`config.mk`:
```
export PLATFORM = sky130hd
export DESIGN_NAME = prog_delay_trig
export DESIGN_NICKNAME = d
export VERILOG_FILES = /design/src/rtl/pdts_pkg.sv /design/src/rtl/pdts_counter.sv /design/src/rtl/pdts_pretrig.sv /design/src/rtl/pdts_lock.sv /design/src/rtl/prog_delay_trig.sv
export SDC_FILE = /design/constraint.sdc
export NUM_CORES = 1
export LEC_CHECK = 0
export ABC_AREA = 0
export BUFFER_PORTS_ARGS = -buffer_cell sky130_fd_sc_hd__buf_2
export CORE_ASPECT_RATIO = 1.25
export CORE_UTILIZATION = 30
export CTS_CLUSTER_DIAMETER = 40
export CTS_CLUSTER_SIZE = 40
export DETAILED_ROUTE_END_ITERATION = 8
export SLEW_MARGIN = 20
export SYNTH_ARGS = -nofsm -noshare
export SYNTH_HDL_FRONTEND = slang
export SYNTH_HIERARCHICAL = 1
export SYNTH_SLANG_ARGS = --single-unit
```
`constraint.sdc`:
```
create_clock -name clk -period 2.5 [get_ports clk]
set_input_delay 0.5 -clock clk [delete_from_list [all_inputs] [get_ports clk]]
set_output_delay 0.5 -clock clk [all_outputs]
set_load 0.01 [all_outputs]
```
`src/rtl/pdts_pkg.sv`:
```
package pdts_pkg;
  // register addresses
  localparam int A_CTRL   = 0;
  localparam int A_PTCFG  = 1;
  localparam int A_MOD    = 2;
  localparam int A_IDLY   = 3;
  localparam int A_CLR    = 4;
  localparam int DLY_BASE = 5;
  // control register bits
  localparam int CTRL_EN   = 0;
  localparam int CTRL_CONT = 1;
  localparam int CTRL_IE   = 2;
  localparam int CTRL_DMA  = 3;
  localparam int CTRL_EIE  = 4;
endpackage

```
`src/rtl/pdts_counter.sv`:
```
module pdts_counter #(
  parameter int CNT_W = 16
) (
  input  logic             clk,
  input  logic             rst,
  input  logic             blk_en,
  input  logic             cont_mode,
  input  logic             trig_in,
  input  logic [CNT_W-1:0] mod_val,
  input  logic [CNT_W-1:0] idly_val,
  input  logic             flag_clr,
  output logic [CNT_W-1:0] cnt,
  output logic             running,
  output logic             trig_ev,
  output logic             seq_start,
  output logic             flag
);
  logic trig_d1, trig_d2;
  logic at_mod;

  always_ff @(posedge clk) begin
    if (rst) begin
      trig_d1 <= 1'b0;
      trig_d2 <= 1'b0;
    end else begin
      trig_d1 <= trig_in;
      trig_d2 <= trig_d1;
    end
  end

  assign trig_ev   = blk_en & trig_d1 & ~trig_d2;
  assign at_mod    = running && (cnt == mod_val);
  assign seq_start = trig_ev | (at_mod & cont_mode);

  always_ff @(posedge clk) begin
    if (rst || !blk_en) begin
      cnt     <= '0;
      running <= 1'b0;
    end else if (trig_ev) begin
      cnt     <= '0;
      running <= 1'b1;
    end else if (at_mod) begin
      cnt     <= '0;
      running <= cont_mode;
    end else if (running) begin
      cnt     <= cnt + 1'b1;
    end
  end

  // set has priority over a clear in the same cycle
  always_ff @(posedge clk) begin
    if (rst)                                flag <= 1'b0;
    else if (running && (cnt == idly_val))  flag <= 1'b1;
    else if (flag_clr)                      flag <= 1'b0;
  end
endmodule

```
`src/rtl/pdts_pretrig.sv`:
```
module pdts_pretrig #(
  parameter int CNT_W = 16
) (
  input  logic             clk,
  input  logic             rst,
  input  logic             clr,
  input  logic             en,
  input  logic             dsel,
  input  logic             b2b,
  input  logic [CNT_W-1:0] dly,
  input  logic [CNT_W-1:0] cnt,
  input  logic             running,
  input  logic             trig_ev,
  input  logic             seq_start,
  input  logic             ack,
  output logic             fire
);
  logic ack_q, stage, fired;
  logic match;

  assign match = en & dsel & ~b2b & running & (cnt == dly) & ~fired;

  always_ff @(posedge clk) begin
    if (rst || clr) begin
      ack_q <= 1'b0;
      stage <= 1'b0;
      fired <= 1'b0;
    end else begin
      ack_q <= ack;
      stage <= en & (b2b ? ack_q : (~dsel & trig_ev));
      if (seq_start)  fired <= 1'b0;
      else if (match) fired <= 1'b1;
    end
  end

  assign fire = en & (stage | match);
endmodule

```
`src/rtl/pdts_lock.sv`:
```
module pdts_lock #(
  parameter int NUM_PT = 4
) (
  input  logic              clk,
  input  logic              rst,
  input  logic              clr,
  input  logic [NUM_PT-1:0] fire,
  input  logic [NUM_PT-1:0] pt_en,
  input  logic [NUM_PT-1:0] coco,
  input  logic [NUM_PT-1:0] err_clr,
  output logic [NUM_PT-1:0] pre_trig,
  output logic              chan_trig,
  output logic [NUM_PT-1:0] seq_err
);
  logic [NUM_PT-1:0] lock;
  logic [NUM_PT-1:0] start;
  logic [NUM_PT-1:0] err_set;
  logic              any_lock;

  assign any_lock = |lock;
  assign start    = (any_lock || clr) ? '0 : fire;
  assign err_set  = (any_lock && !clr) ? fire : '0;

  always_ff @(posedge clk) begin
    if (rst) begin
      pre_trig  <= '0;
      chan_trig <= 1'b0;
      seq_err   <= '0;
      lock      <= '0;
    end else begin
      pre_trig  <= clr ? '0 : fire;
      chan_trig <= |start;
      seq_err   <= (seq_err & ~err_clr) | err_set;
      for (int m = 0; m < NUM_PT; m++) begin
        if (clr)                        lock[m] <= 1'b0;
        else if (start[m])              lock[m] <= 1'b1;
        else if (coco[m] || !pt_en[m])  lock[m] <= 1'b0;
      end
    end
  end
endmodule

```
`src/rtl/prog_delay_trig.sv`:
```
module prog_delay_trig
  import pdts_pkg::*;
#(
  parameter  int NUM_PT = 4,
  parameter  int CNT_W  = 16,
  localparam int ADDR_W = $clog2(DLY_BASE + NUM_PT)
) (
  input  logic              clk,
  input  logic              rst,
  input  logic              wr_en,
  input  logic [ADDR_W-1:0] wr_addr,
  input  logic [CNT_W-1:0]  wr_data,
  input  logic              trig_in,
  input  logic [NUM_PT-1:0] ack,
  input  logic [NUM_PT-1:0] coco,
  output logic [NUM_PT-1:0] pre_trig,
  output logic              chan_trig,
  output logic [NUM_PT-1:0] seq_err,
  output logic              irq,
  output logic              err_irq,
  output logic              dma_req
);
  logic              blk_en, cont_mode, irq_en, dma_en, eirq_en;
  logic [NUM_PT-1:0] pt_en, pt_dsel, pt_b2b;
  logic [CNT_W-1:0]  mod_r, idly_r;
  logic [CNT_W-1:0]  dly_r [NUM_PT];

  logic              clr_sel, flag_clr;
  logic [NUM_PT-1:0] err_clr;
  logic [CNT_W-1:0]  cnt;
  logic              running, trig_ev, seq_start, flag;
  logic [NUM_PT-1:0] pt_fire;

  always_ff @(posedge clk) begin
    if (rst) begin
      blk_en    <= 1'b0;
      cont_mode <= 1'b0;
      irq_en    <= 1'b0;
      dma_en    <= 1'b0;
      eirq_en   <= 1'b0;
      pt_en     <= '0;
      pt_dsel   <= '0;
      pt_b2b    <= '0;
      mod_r     <= '0;
      idly_r    <= '0;
      for (int m = 0; m < NUM_PT; m++) dly_r[m] <= '0;
    end else if (wr_en) begin
      case (wr_addr)
        ADDR_W'(A_CTRL): begin
          blk_en    <= wr_data[CTRL_EN];
          cont_mode <= wr_data[CTRL_CONT];
          irq_en    <= wr_data[CTRL_IE];
          dma_en    <= wr_data[CTRL_DMA];
          eirq_en   <= wr_data[CTRL_EIE];
        end
        ADDR_W'(A_PTCFG): begin
          pt_en   <= wr_data[NUM_PT-1:0];
          pt_dsel <= wr_data[2*NUM_PT-1:NUM_PT];
          pt_b2b  <= wr_data[3*NUM_PT-1:2*NUM_PT];
        end
        ADDR_W'(A_MOD):  mod_r  <= wr_data;
        ADDR_W'(A_IDLY): idly_r <= wr_data;
        default: ;
      endcase
      for (int m = 0; m < NUM_PT; m++)
        if (wr_addr == ADDR_W'(DLY_BASE + m)) dly_r[m] <= wr_data;
    end
  end

  assign clr_sel  = wr_en && (wr_addr == ADDR_W'(A_CLR));
  assign flag_clr = clr_sel & wr_data[0];
  assign err_clr  = clr_sel ? wr_data[NUM_PT:1] : '0;

  pdts_counter #(.CNT_W(CNT_W)) u_cnt (
    .clk(clk), .rst(rst), .blk_en(blk_en), .cont_mode(cont_mode),
    .trig_in(trig_in), .mod_val(mod_r), .idly_val(idly_r),
    .flag_clr(flag_clr), .cnt(cnt), .running(running),
    .trig_ev(trig_ev), .seq_start(seq_start), .flag(flag)
  );

  for (genvar g = 0; g < NUM_PT; g++) begin : g_pt
    pdts_pretrig #(.CNT_W(CNT_W)) u_pt (
      .clk(clk), .rst(rst), .clr(~blk_en), .en(pt_en[g]),
      .dsel(pt_dsel[g]), .b2b(pt_b2b[g]), .dly(dly_r[g]),
      .cnt(cnt), .running(running), .trig_ev(trig_ev),
      .seq_start(seq_start), .ack(ack[g]), .fire(pt_fire[g])
    );
  end

  pdts_lock #(.NUM_PT(NUM_PT)) u_lock (
    .clk(clk), .rst(rst), .clr(~blk_en), .fire(pt_fire),
    .pt_en(pt_en), .coco(coco), .err_clr(err_clr),
    .pre_trig(pre_trig), .chan_trig(chan_trig), .seq_err(seq_err)
  );

  assign irq     = flag & irq_en & ~dma_en;
  assign dma_req = flag & dma_en;
  assign err_irq = (|seq_err) & eirq_en;
endmodule

```
==> results of run 1 <==
==> state kept, by name, indices dropped and copies added, names as in the netlist, 16 cells and up <==
signal,flops
dly_r,64
idly_r,16
mod_r,16
u_cnt/cnt,16
==> worst min-delay path by stage <==
stage	startpoint	to	slack (ns)	depth (start not counted)
after detailed placement	u_cnt/trig_d1	u_cnt/trig_d2	0.45	1
after global placement	u_cnt/trig_d1	u_cnt/trig_d2	0.44	1
after CTS	trig_in	u_cnt/trig_d1	0.28	2
final	trig_in	u_cnt/trig_d1	0.29	2
after floorplan	u_cnt/trig_d1	u_cnt/trig_d2	0.43	1
after global routing	trig_in	u_cnt/trig_d1	0.29	2
==> routing by layer <==
| metal | up-vias | track usage [%] | part of all wire (%) |
|---|---|---|---|
| met4 | 0 | 8.83 | 3.5 |
| met5 | - | 0 | 0 |
| li1 | 2642 | - | - |
| met1 | 2607 | 19.6 | 41 |
| met2 | 138 | 29.1 | 51 |
| met3 | 30 | 2.63 | 4.5 |
==> layout make-up <==
| cell class | count | area, um2 |
|---|---|---|
| well taps | 330 | 413 |
| inverters | 11 | 41.3 |
| clock inverters | 15 | 134 |
| fillers | 2436 | 15700 |
| multi-input cells | 523 | 3440 |
| clock buffers | 17 | 425 |
| flip-flops and latches | 158 | 3800 |
| repair buffers | 80 | 493 |
==> through the flow <==
stage / cell area (um2) / cells
2_1_floorplan: 7470 / 729
3_3_place_gp: 8190 / 1102
3_5_place_dp: 8190 / 1102
4_1_cts: 8750 / 1134
5_1_grt: 8750 / 1134
6_report: 8750 / 1134
==> power by group through the flow <==
stage               Clock [mW]  Combinational [mW]  Sequential [mW]
floorplan                    0               0.151             2.84
global placement             0               0.279             2.85
detailed placement           0               0.280             2.85
CTS                       2.53               0.282             2.80
global route              2.61               0.303             2.80
finish                    2.50               0.280             2.79
==> worst max-delay path, stage by stage (launching register included) <==
cell,delay (ns)
dfxtp_1,0.60
xor2_1,0.12
nor4_1,0.38
nand3_1,0.23
o21ai_1,0.30
or3b_2,0.49
o22ai_1,0.15
==> logic make-up (layout without fill, tap and decap cells) <==
logic type	count (synthesis)	count (layout)	synth area share [%]
AO/OA/AOI/OAI	121	121	9.15
multiplexers	6	6	0.804
buffers and inverters	48	123	2.95
AND/OR/NAND/NOR	287	287	23.2
XOR/XNOR	108	108	12.8
flip-flops	158	158	50.9
adder cells (fa/ha/maj)	1	1	0.168
==> cells in the mapped netlist, types with 8 or more instances <==
| master | number | area [um2] |
|---|---|---|
| and2_1 | 70 | 438 |
| clkbuf_1 | 27 | 101 |
| dfxtp_1 | 94 | 1880 |
| edfxtp_1 | 64 | 1920 |
| inv_1 | 11 | 41.3 |
| nand2_1 | 18 | 67.6 |
| nand2b_1 | 26 | 163 |
| nand3_1 | 19 | 95.1 |
| nor2_1 | 31 | 116 |
| nor2b_1 | 47 | 294 |
| nor3_1 | 13 | 65.1 |
| nor3b_1 | 10 | 75.1 |
| nor4_1 | 17 | 106 |
| o21ai_0 | 90 | 450 |
| o21ai_1 | 8 | 40.0 |
| xnor2_1 | 12 | 105 |
| xor2_1 | 95 | 832 |
==> results.md, run 1 <==
- Status: finished clean
- Routed WL: approximately 20,000 um
- Commonest non-fill, non-tap cells in the layout: xor2_1, dfxtp_1, o21ai_0
- Root buf cell: clkbuf_16
- Final Setup Violations: 0
- Number of setup buffers added after CTS: 0
- Main flop type after synthesis: dfxtp_1
- Num CTS Buffers: 17
- Unique cell type count in the Yosys netlist: 48
- Initial drt markers: around 370
- # nets final: 824
- Antenna violations before repair: 0
- CTS Sinks: approximately 160
- Reg power frac: around half
- IO Pins: 44
- H-tree levels: 4
- Pwr dens: around 640 mW/mm2
- EDFF count, synth: 64
- Highest clock rate: between 400 and 500 MHz
- Reg2reg start: u_cnt/cnt[6]
- Skew final: between 0.01 and 0.015 ns
- Min Hold Slack: approximately 0.29 ns
- CP Capture Point: u_lock/lock[3]
- Period utilization: approximately 94%
- First-pass GRT wire length: about 31,000 um
- Post-layout power: between 5 and 6 mW
- Reg2reg setup slack: 0.15 ns
- Most common cell after layout, fill and taps aside: xor2_1
- Pint: around 4.2 mW
- HPWL after DPL: 14,500 um
- Syn Inst Count: about 730
- CP Max Fanout: 9
- Setup CP Type: reg -> reg
- Worst Hold Class: in -> reg
- Async SR Flop Fraction: 0%
- CP startpoint kind: flop
- CTS tree: done
- IO buf count: 43
- WP data arrival: 2.70 ns
- Final core utilization: a little over a third
- Routed WL per cell: around 18 um
- Min Clock Period, post-route: between 2 and 2.5 ns
- Total track usage: about 17%
- RSZ-0062 raised after global routing: false
- Routability Congestion: 0.831
- Final Hold Viols: 0
- Crit path launch: u_cnt/cnt[6]
- Worst r2r path cells: 6
- Register bit total from synthesis: about 160
- Layout cells sized above 1: between 10% and 20%
- Overflow after GRT: 0
- Initial Utilization: roughly 31%
- Largest net degree at the start of global routing: 45
- Power share of the clock group: around 45%
- Core ar.: approximately 0.024 mm2
- Yosys warns: 6
- Vias in the first global route: around 5.4k
- Initial DRT Pass Iterations: 5
- Post-synthesis sequential area ratio: around half
- Slew margin rel.: 54.8%
- Setup TNS: 0 ns
- Clock Path Buffers: 2
- RR Endpoint: u_lock/lock[3]
- Vias/cell: around 4.8
- Die Y: 178 um
- Die width: 143 um
- Final setup margin: ~0.15 ns
- Residual DRC: 0
- Syn_area_per_cell: 10.2 um2
- CTS clk-pin slew, worst paths: 0.07 ns
- Syn_nets: about 760
- Worst-Margin Slew: approximately 0.68 ns
- Max-cap violations: 0
- Via count of the routed design: 5,417
- Clk_lat worst skew: 0.42 ns
- FP Rows: 64
- Ant diodes: 0
- Psw: around 1.3 mW
- Pleak: approximately 3.4 nW
- Critical Path RT: 2.85 ns
- Area growth, synth to finish: 17.2%
- DRT antenna net count: 0
- Max-slew violation count: 0
- Combinational power share: about 5%
- Synthesized area: 0.00747 mm2
- Dpl ws: between 0.15 and 0.2 ns
- Die ar.: 0.0255 mm2
- CP Capture Type: flop
- Peak supply drop: 410 uV
- CTS Hold Bufs: 0
- Switching Share: 24.1%
- PostCTS Resize Cnt: 0
Note: power is estimated with default switching activity, not from simulation.
==> inputs of run 2 (changes only) <==
CORE_ASPECT_RATIO = not set   (was 1.25)
CTS_BUF_LIST = sky130_fd_sc_hd__clkbuf_8   (was not set)
TNS_END_PERCENT = 100   (was not set)
==> run 2 against run 1 <==
Critical path depth did not move. Clock-buffer cell count grew 3. Via count is 1.2% lower. Maximum frequency shrank 1.8%. Critical path type unchanged. Largest power group unchanged. Highest routed layer unchanged.
==> results.md, run 2 (synthesis gave the netlist of run 1 again) <==
- Status: finished clean (unchanged)
- CP peak stage delay: 0.57 ns (was 0.60 ns)
- # nets final: 825 (was 824)
- Peak supply drop: 355 uV (was 410 uV)
- CTS Sinks: 158 (unchanged)
- Setup TNS: 0 ns (unchanged)
- Commonest non-fill, non-tap cells in the layout: xor2_1, dfxtp_1, o21ai_0 (unchanged)
- Ant diodes: 0 (unchanged)
- CP startpoint kind: flop (unchanged)
- CTS tree: done (unchanged)
- CTS Hold Bufs: 0 (unchanged)
- Number of setup buffers added after CTS: 0 (unchanged)
- Clock Path Buffers: 2 (unchanged)
- Sequential Area: 0.00380 mm2 (unchanged)
- DRT antenna net count: 0 (unchanged)
- Vias/cell: 4.74 (was 4.78)
- Period utilization: 95.6% (was 93.9%)
- CP max-delay cell: nor4_1 (was dfxtp_1)
- Overflow after GRT: 0 (unchanged)
- H-tree levels: 4 (unchanged)
- CTS clk-pin slew, worst paths: 0.08 ns (was 0.07 ns)
- Buf+Inv Stages, Crit Path: 0 (unchanged)
- Pleak: 3.39 nW (was 3.40 nW)
- Initial Utilization: 30.6% (about the same)
- Die Y: 160 um (was 178 um)
- Core ar.: 0.0244 mm2 (about the same)
- RSZ-0062 raised after global routing: false (unchanged)
- Setup CP Type: reg -> reg (unchanged)
- Residual DRC: 0 (unchanged)
- Total track usage: 15.9% (was 16.7%)
- Crit-path leading delay family: simple AND/OR/NAND/NOR gates (unchanged)
- Die width: 160 um (was 143 um)
- Num CTS Buffers: 17 (unchanged)
- Root buf cell: clkbuf_8 (was clkbuf_16)
- Highest clock rate: 419 MHz (was 426 MHz)
- Critical Path RT: 2.88 ns (was 2.85 ns)
- Pwr dens: 601 mW/mm2 (was 636 mW/mm2)
- Area occupied by multi-input gates: 0.00346 mm2 (was 0.00344 mm2)
- Worst-Margin Slew: 0.681 ns (was 0.678 ns)
- Area growth, synth to finish: 16.0% (was 17.2%)
- Biggest register: dly_r (unchanged)
- First-pass GRT wire length: 30,600 um (was 31,300 um)
- IO Pins: 44 (unchanged)
- Max-slew violation count: 0 (unchanged)
- Die ar.: 0.0255 mm2 (about the same)
- Clk_lat worst skew: 0.46 ns (was 0.42 ns)
- Initial DRT Pass Iterations: 5 (unchanged)
- Routability Congestion: 0.797 (was 0.831)
- IO buf count: 43 (unchanged)
- Worst Hold Class: in -> reg (unchanged)
- Routed WL per cell: 17.6 um (was 17.9 um)
- Routed WL: 19,800 um (was 20,300 um)
- Cell breakdown of the critical path: xor2_1, nor4_1, nand3_1, o21ai_1, or3b_2, o22ai_1 (unchanged)
- Max reg flops: 64 (unchanged)
- HPWL after DPL: 14,200 um (was 14,500 um)
- CP Max Fanout: 6 (was 9)
- Layout cells sized above 1: 16.3% (was 15.9%)
- Min Clock Period, post-route: 2.39 ns (was 2.35 ns)
- Max-cap violations: 0 (unchanged)
- CP Capture Type: flop (unchanged)
- Reg2reg setup slack: 0.11 ns (was 0.15 ns)
- Final Setup Violations: 0 (unchanged)
- Slew margin rel.: 54.6% (was 54.8%)
- Skew final: 0.0143 ns (was 0.0113 ns)
- Final Hold Viols: 0 (unchanged)
- WP data arrival: 2.77 ns (was 2.70 ns)
- Min Hold Slack: 0.255 ns (was 0.286 ns)
- Largest net degree at the start of global routing: 54 (was 45)
- Most common cell after layout, fill and taps aside: xor2_1 (unchanged)
- FP Rows: 57 (was 64)
- Antenna violations before repair: 0 (unchanged)
- # fillers: 2,455 (was 2,436)
- Via count of the routed design: 5,350 (was 5,417)
- Initial drt markers: 387 (was 372)
- Vias in the first global route: 5,191 (was 5,413)
## run 2: changes by cell type in the layout (fill, tap and decap cells not counted), moves of 3 or more
| cell | previous run | this run |
|---|---|---|
| bufinv_16 | 1 | 4 |
| clkbuf_8 | 0 | 20 |
| clkinvlp_4 | 5 | 1 |
| inv_6 | 6 | 0 |
| clkbuf_16 | 17 | 0 |
| clkinv_2 | 0 | 4 |
## run 2: where the power goes
group	leakage [nW]	switching [mW]	internal, mW	total [mW]
Sequential	1.37	0.0361	2.75	2.79
Combinational	1.79	0.186	0.0972	0.283
Clock	0.230	0.975	1.16	2.13
Total	3.39	1.20	4.01	5.20
## run 2: final timing paths
check	from	endpoint	cells past startpoint
max	u_cnt/cnt[5]	u_lock/lock[3]	6
min	trig_in	u_cnt/trig_d1	2
max reg2reg	u_cnt/cnt[5]	u_lock/lock[3]	6
min reg2reg	g_pt[2].u_pt/fired	g_pt[2].u_pt/fired	2
## run 2: layout make-up
class | instances | share of cell area (%)
clock buffers | 20 | 3.18
clock inverters | 12 | 1.89
inverters | 11 | 0.477
multi-input cells | 523 | 39.9
flip-flops and latches | 158 | 43.9
well taps | 324 | 4.68
repair buffers | 81 | 5.92
## run 2: through the flow
step | setup WS, ns | instance area, um2 | utilization [%] | power (mW) | cells
final | 0.111 | 8660 | 35.5 | 5.20 | 1129
after global routing | 0.0186 | 8660 | 35.5 | 5.37 | 1129
after CTS | 0.0788 | 8650 | 35.4 | 5.24 | 1129
after detailed placement | 0.114 | 8210 | 33.6 | 3.13 | 1097
after global placement | 0.126 | 8210 | 33.6 | 3.13 | 1097
after floorplan | 0.335 | 7470 | - | 2.99 | 729
## run 2: worst reg2reg max path: cells and delay by family (launching register included)
family,cells,cell delay [ns]
AOI/OAI and AO/OA,2,0.40
xor gates and xnor gates,1,0.11
and+or+nand+nor,3,1.34
DFF,1,0.48
## run 2: timing repair
action,4_1_cts,5_1_grt
endpoints found under the hold margin,0,0
endpoints found under the setup margin,0,2
resized for setup,0,2
## run 2: layer usage
layer | vias up | track usage [%] | share of wire [%]
li1 | 2641 | - | -
met5 | - | 0 | 0
met1 | 2580 | 21.0 | 47
met2 | 115 | 26.0 | 48
met4 | 0 | 5.33 | 1.6
met3 | 14 | 3.14 | 4.2
